**config.mk**
```make
export PLATFORM = sky130hd
export DESIGN_NAME = lane_deskew
export DESIGN_NICKNAME = d
export VERILOG_FILES = /design/src/rtl/lane_deskew_pkg.sv /design/src/rtl/deskew_lane_fifo.sv /design/src/rtl/deskew_bond_ctrl.sv /design/src/rtl/lane_deskew.sv
export SDC_FILE = /design/constraint.sdc
export NUM_CORES = 1
export LEC_CHECK = 0
export BUFFER_PORTS_ARGS = -buffer_cell sky130_fd_sc_hd__buf_4
export CAP_MARGIN = 10
export CELL_PAD_IN_SITES_DETAIL_PLACEMENT = 1
export CELL_PAD_IN_SITES_GLOBAL_PLACEMENT = 2
export CORE_MARGIN = 1.5
export CORE_UTILIZATION = 48
export DETAILED_ROUTE_END_ITERATION = 8
export PLACE_DENSITY = 0.91
export SLEW_MARGIN = 25
export SYNTH_ARGS = -nofsm -noshare
export SYNTH_HDL_FRONTEND = slang
export SYNTH_SLANG_ARGS = --single-unit
```
**constraint.sdc**
```tcl
create_clock -name clk_i -period 5 [get_ports clk_i]
set_input_delay 1 -clock clk_i [delete_from_list [all_inputs] [get_ports clk_i]]
set_output_delay 1 -clock clk_i [all_outputs]
set_load 0.1 [all_outputs]
```
**src/rtl/lane_deskew_pkg.sv**
```systemverilog
package lane_deskew_pkg;
  typedef enum logic {
    ST_SEARCH = 1'b0,
    ST_BOND   = 1'b1
  } bond_st_e;
endpackage

```
**src/rtl/deskew_lane_fifo.sv**
```systemverilog
module deskew_lane_fifo #(
  parameter int W     = 8,
  parameter int DEPTH = 8
) (
  input  logic         clk_i,
  input  logic         rst_ni,
  input  logic         wr_en_i,
  input  logic [W-1:0] wr_data_i,
  input  logic [W-1:0] marker_i,
  input  logic         cap_i,
  input  logic         load_i,
  input  logic         rd_en_i,
  output logic         mark_o,
  output logic         nonempty_o,
  output logic [W-1:0] rd_data_o
);
  localparam int AW = $clog2(DEPTH);
  localparam int PW = AW + 1;

  logic [W-1:0]  mem_q [DEPTH];
  logic [PW-1:0] wr_ptr_q, rd_ptr_q, mpos_q;

  assign mark_o     = wr_en_i && (wr_data_i == marker_i);
  assign nonempty_o = (wr_ptr_q != rd_ptr_q);
  assign rd_data_o  = mem_q[rd_ptr_q[AW-1:0]];

  always_ff @(posedge clk_i) begin
    if (wr_en_i) mem_q[wr_ptr_q[AW-1:0]] <= wr_data_i;
  end

  always_ff @(posedge clk_i or negedge rst_ni) begin
    if (!rst_ni) begin
      wr_ptr_q <= '0;
      rd_ptr_q <= '0;
      mpos_q   <= '0;
    end else begin
      if (wr_en_i) wr_ptr_q <= wr_ptr_q + PW'(1);
      if (cap_i)   mpos_q   <= wr_ptr_q;
      // a marker captured this cycle lands at the current write slot
      if (load_i)       rd_ptr_q <= cap_i ? wr_ptr_q : mpos_q;
      else if (rd_en_i) rd_ptr_q <= rd_ptr_q + PW'(1);
    end
  end


  load_lands_on_marker_chk: assert property (@(posedge clk_i) disable iff (!rst_ni)
    load_i |=> (rd_data_o == $past(marker_i)));
endmodule

```
**src/rtl/deskew_bond_ctrl.sv**
```systemverilog
module deskew_bond_ctrl
  import lane_deskew_pkg::*;
#(
  parameter int LANES = 4,
  parameter int SKEW  = 4
) (
  input  logic             clk_i,
  input  logic             rst_ni,
  input  logic [LANES-1:0] mark_i,
  input  logic             lost_i,
  output logic [LANES-1:0] cap_o,
  output logic             load_o,
  output logic             bond_o,
  output logic             err_o
);
  localparam int CW = $clog2(SKEW + 1);

  bond_st_e         st_q;
  logic [LANES-1:0] seen_q;
  logic [CW-1:0]    cnt_q;
  logic             srch, all_raw, err_now;

  assign srch    = (st_q == ST_SEARCH);
  assign all_raw = srch && (&(seen_q | mark_i));
  assign err_now = srch && (|seen_q) && !all_raw && (cnt_q == CW'(SKEW - 1));
  assign cap_o   = (srch && !err_now) ? (mark_i & ~seen_q) : '0;
  assign load_o  = all_raw;
  assign bond_o  = (st_q == ST_BOND);

  always_ff @(posedge clk_i or negedge rst_ni) begin
    if (!rst_ni) begin
      st_q   <= ST_SEARCH;
      seen_q <= '0;
      cnt_q  <= '0;
      err_o  <= 1'b0;
    end else begin
      err_o <= err_now;
      if (err_now || all_raw) begin
        seen_q <= '0;
        cnt_q  <= '0;
      end else begin
        seen_q <= seen_q | cap_o;
        cnt_q  <= (seen_q == '0) ? '0 : cnt_q + CW'(1);
      end
      if (all_raw)               st_q <= ST_BOND;
      else if (bond_o && lost_i) st_q <= ST_SEARCH;
    end
  end


  window_bound_chk: assert property (@(posedge clk_i) disable iff (!rst_ni)
    cnt_q < CW'(SKEW));

  err_pulse_chk: assert property (@(posedge clk_i) disable iff (!rst_ni)
    err_o |=> !err_o);

  err_restarts_chk: assert property (@(posedge clk_i) disable iff (!rst_ni)
    err_o |-> (seen_q == '0));
endmodule

```
**src/rtl/lane_deskew.sv**
```systemverilog
module lane_deskew #(
  parameter int LANES = 4,
  parameter int W     = 8,
  parameter int DEPTH = 8,
  parameter int SKEW  = 4
) (
  input  logic               clk_i,
  input  logic               rst_ni,
  input  logic [LANES*W-1:0] lane_data_i,
  input  logic [LANES-1:0]   lane_vld_i,
  input  logic [W-1:0]       marker_i,
  output logic [LANES*W-1:0] word_o,
  output logic               word_vld_o,
  output logic               bonded_o,
  output logic               align_err_o
);
  logic [LANES-1:0] mark, cap, nonempty, rd_is_mark;
  logic [W-1:0]     rd_byte [LANES];
  logic [LANES*W-1:0] rd_word;
  logic load, bond_st, rd_en, partial;

  deskew_bond_ctrl #(.LANES(LANES), .SKEW(SKEW)) ctrl_i (
    .clk_i  (clk_i),
    .rst_ni (rst_ni),
    .mark_i (mark),
    .lost_i (rd_en && partial),
    .cap_o  (cap),
    .load_o (load),
    .bond_o (bond_st),
    .err_o  (align_err_o)
  );

  for (genvar k = 0; k < LANES; k++) begin : g_lane
    deskew_lane_fifo #(.W(W), .DEPTH(DEPTH)) fifo_i (
      .clk_i      (clk_i),
      .rst_ni     (rst_ni),
      .wr_en_i    (lane_vld_i[k]),
      .wr_data_i  (lane_data_i[k*W +: W]),
      .marker_i   (marker_i),
      .cap_i      (cap[k]),
      .load_i     (load),
      .rd_en_i    (rd_en),
      .mark_o     (mark[k]),
      .nonempty_o (nonempty[k]),
      .rd_data_o  (rd_byte[k])
    );
    assign rd_is_mark[k]         = (rd_byte[k] == marker_i);
    assign rd_word[k*W +: W]     = rd_byte[k];
  end

  assign rd_en   = bond_st && (&nonempty);
  assign partial = (|rd_is_mark) && !(&rd_is_mark);

  always_ff @(posedge clk_i or negedge rst_ni) begin
    if (!rst_ni) begin
      word_o     <= '0;
      word_vld_o <= 1'b0;
      bonded_o   <= 1'b0;
    end else begin
      word_vld_o <= rd_en;
      if (rd_en) begin
        word_o   <= rd_word;
        bonded_o <= !partial;
      end
    end
  end


  quiet_search_chk: assert property (@(posedge clk_i) disable iff (!rst_ni)
    !bond_st |=> !word_vld_o);

  bond_rise_chk: assert property (@(posedge clk_i) disable iff (!rst_ni)
    $rose(bonded_o) |-> (word_vld_o && word_o == {LANES{marker_i}}));

  drop_with_word_chk: assert property (@(posedge clk_i) disable iff (!rst_ni)
    $fell(bonded_o) |-> word_vld_o);

  err_not_bonded_chk: assert property (@(posedge clk_i) disable iff (!rst_ni)
    align_err_o |-> !bonded_o);
endmodule

```
==> impl_results.rst <==
.. list-table::
   :header-rows: 1

   * - Metric
     - Value
   * - Cts repair resizes
     - 0
   * - Count of boundary I/O pins
     - 81
   * - Number of vias in the routed layout
     - 8882
   * - Max cap viols
     - 0
   * - Routed length per instance
     - 24.47 µm
   * - Fraction of final layout cells sized beyond drive strength 1
     - 23.44%
   * - Leak Pwr
     - 6.324 nW
   * - Cells after Synth
     - 993
   * - DR DRC count
     - 7
   * - Hold violation total from the final report
     - 0
   * - Total inserted antenna cells
     - 0
   * - Worst path arrival time
     - 3.93 ns
   * - Dominant register cell in the synthesized netlist
     - edfxtp_1
   * - Worst Tran Pin Value
     - 0.9631 ns
   * - Iteration-0 DRC Markers
     - 719
   * - Core box area
     - 30750 µm²
   * - Overall die height
     - 180.1 µm
   * - Post-CTS Hold Buffers
     - 0
   * - Total of warnings raised by yosys
     - 0
   * - Count of different cell masters after synthesis
     - 57
   * - Fill cell total of the finished layout
     - 2940
   * - Maximum clock insertion buffer count
     - 3
   * - Register area
     - 9965 µm²
   * - First drt pass iteration count
     - 6
   * - Synthesized netlist net count
     - 1049
   * - Top fanout value on the critical path
     - 25
   * - Pwr dens
     - 427.5 nW/µm²
   * - Number of antenna violations at the first check in global routing
     - 0
   * - Post-CTS setup repair buffer count
     - 0
   * - Pin count of the biggest net entering global routing
     - 63
   * - Final clock period utilization by the worst path
     - 70.57%
   * - Number of nets at the end of the flow
     - 1132
   * - Clock Pin Slew Worst Setup and Hold Paths
     - 0.06 ns
   * - Maximum vdd ir drop
     - 0.0002071 V
   * - Drt total wl
     - 36730 µm
   * - Setup repair after global routing missed its margin
     - no
   * - Biggest area contributors in the synthesized netlist
     - edfxtp_1 (51%), dfrtp_1 (15%), mux2_2 (4.7%), mux4_2 (3.9%), xor2_1 (3.0%)
   * - Die Outline Area
     - 32440 µm²
   * - First-pass GRT wire length
     - 57150 µm
   * - End-of-flow core utilization
     - 55.61%
   * - HPWL after detailed placement
     - 24370 µm
   * - Root buffer selected by CTS
     - clkbuf_16
   * - CTS tree
     - done
   * - Area fraction of the dominant cell type after synthesis
     - 51.05%
   * - Final count of negative-setup-slack endpoints
     - 0
   * - Total of buffers placed on input and output ports
     - 80
   * - Final Total Pwr
     - 7.309 mW
   * - Clock Skew
     - 0.01939 ns
   * - Critical path type
     - register to register
   * - GR Overflow Total
     - 0
   * - Portion of the post-synthesis area used by sequential elements
     - 66.17%
   * - Highest Clock Rate
     - 283.4 MHz
   * - P&R area growth vs syn
     - 13.55%
   * - Starting density of the core
     - 48.97%
   * - Time the worst path needs with I/O delays and setup
     - 3.528 ns
   * - Netlist area before placement
     - 15060 µm²
   * - Hold crit path type
     - register to register
   * - Ranking of synthesized cells by instance count
     - edfxtp_1 (256), dfrtp_1 (91), mux2_2 (63)
   * - Max H-tree Level
     - 2
   * - Startpoint types
     - register
   * - Post-DRT Antenna Nets
     - 0
   * - Number of global-route vias before repair
     - 9576
   * - Cell type with the highest aggregate area in the netlist
     - edfxtp_1
   * - Via/cell ratio
     - 5.917
   * - Most repeated cell in the gate-level netlist after synthesis
     - edfxtp_1
   * - Remaining max-slew budget at the tightest pin
     - 35.56%
   * - Data required time of the critical path
     - 5.40 ns
   * - Setup Total Neg Slack
     - 0 ns
   * - Final weighted congestion of routability-driven global placement
     - 0.8056
   * - Placement row count
     - 64
   * - Yosys reg bits
     - 347
   * - Clock insertion delay at the later pin of the skew report
     - 0.52 ns
   * - Post-synthesis async set-or-reset flop share
     - 26.22%
   * - Kind of capture point of the worst setup path
     - register
   * - Clock Sink Count
     - 347
   * - Outcome
     - finished with violations
   * - Syn avg cell area
     - 15.16 µm²
   * - Violations in the final reports
     - DRC
   * - Tot GR Track Use
     - 23.09%
   * - Post-synth EDFFs
     - 256
   * - Number of buffers inserted during clock tree synthesis
     - 38
   * - Area occupied by multi-input gates
     - 4728 µm²
   * - Final count of pins violating max slew
     - 0
   * - Die W
     - 180.1 µm
==> per-layer routing <==
metal	track usage, %	up-vias	wire length, µm	part of all wire [%]
li1	-	3944	-	-
met1	30.36	4644	15930	43
met2	39.38	226	18180	49
met3	3.638	68	1632	4.4
met4	7.731	0	989	2.7
met5	0	-	0	0
==> sequential cells by signal, summed over array words and instances, names as in the netlist, 3 cells and up <==
name and count:
ctrl_i.cnt_q 3, ctrl_i.seen_q 4, g_lane.fifo_i.mem_q 256, g_lane.fifo_i.mpos_q 16
g_lane.fifo_i.rd_ptr_q 16, g_lane.fifo_i.wr_ptr_q 16, word_o 32
==> worst max-delay path, stage by stage (launching register included) <==
cell	delay, ns
dfrtp_1	0.85
xor2_1	0.19
nor4_1	0.83
nor4_4	0.19
nand2_2	0.40
buf_4	0.40
nor2_1	0.11
xor2_1	0.15
mux2_2	0.26
==> power by group <==
group / leakage (nW) / switching, mW / total, mW / internal [mW]
Clock: 0.564 / 1.10 / 2.61 / 1.50
Sequential: 3.52 / 0.242 / 3.76 / 3.52
Combinational: 2.24 / 0.595 / 0.939 / 0.344
==> cell families (layout without fill, tap and decap cells) <==
| kind of cell | Yosys count | after routing | synth area share (%) |
|---|---|---|---|
| AOI/OAI and AO/OA | 124 | 124 | 6.032 |
| xor gates and xnor gates | 74 | 74 | 4.304 |
| adders and majority gates | 10 | 10 | 0.8309 |
| buffers and inverters | 63 | 175 | 2.501 |
| DFF | 347 | 347 | 66.17 |
| muxes | 135 | 135 | 11.74 |
| and+or+nand+nor | 240 | 240 | 8.417 |
==> worst paths after layout <==
kind                                                   start                           end  slack (ns)  cells past startpoint
worst max-delay path            g_lane[3].fifo_i.rd_ptr_q[0]  g_lane[0].fifo_i.rd_ptr_q[3]        1.47                      8
worst min-delay path                         ctrl_i.cnt_q[0]               ctrl_i.cnt_q[0]        0.44                      1
worst max register to register  g_lane[3].fifo_i.rd_ptr_q[0]  g_lane[0].fifo_i.rd_ptr_q[3]        1.47                      8
worst min register to register               ctrl_i.cnt_q[0]               ctrl_i.cnt_q[0]        0.44                      1
max in group asynchronous                             rst_ni  g_lane[3].fifo_i.wr_ptr_q[0]        3.45                      2
min in group asynchronous                             rst_ni                    word_o[18]        0.57                      1
==> cell usage in the layout, fill, tap and decap left out, drive strengths merged, types with 4 or more instances in the layout <==
master  instances
a211oi          5
a22o           12
a31oi           4
buf            98
clkbuf         52
clkinv         14
dfrtp          91
edfxtp        256
ha             10
inv             9
mux2           73
mux2i          36
mux4           26
nand2          47
nand2b         16
nand3          10
nand4           8
nand4b         11
nor2           60
nor2b           8
nor3           34
nor4           11
o21ai          32
o22ai          24
o31ai          28
or3            20
or4             4
xnor2          22
xor2           52
==> layout make-up <==
class	instances	area share, %
clock buffer	52	6.052
clock inverter	17	0.6439
inverter	8	0.1756
multi-input combinational	583	27.65
sequential	347	58.28
tap	396	2.898
timing repair buffer	98	4.303
==> through the flow <==
stage               hold WS (ns)  instances  area (µm²)  worst slack, ns
finish                    0.4377       1501       17100            1.472
global route              0.4666       1501       17100            1.297
CTS                       0.4394       1501       17090            1.489
detailed placement        0.4317       1432       15940            1.071
global placement          0.4207       1432       15940            1.167
floorplan                 0.4098        993       15060            1.480
No activity file was read; power rests on OpenSTA's default activity.
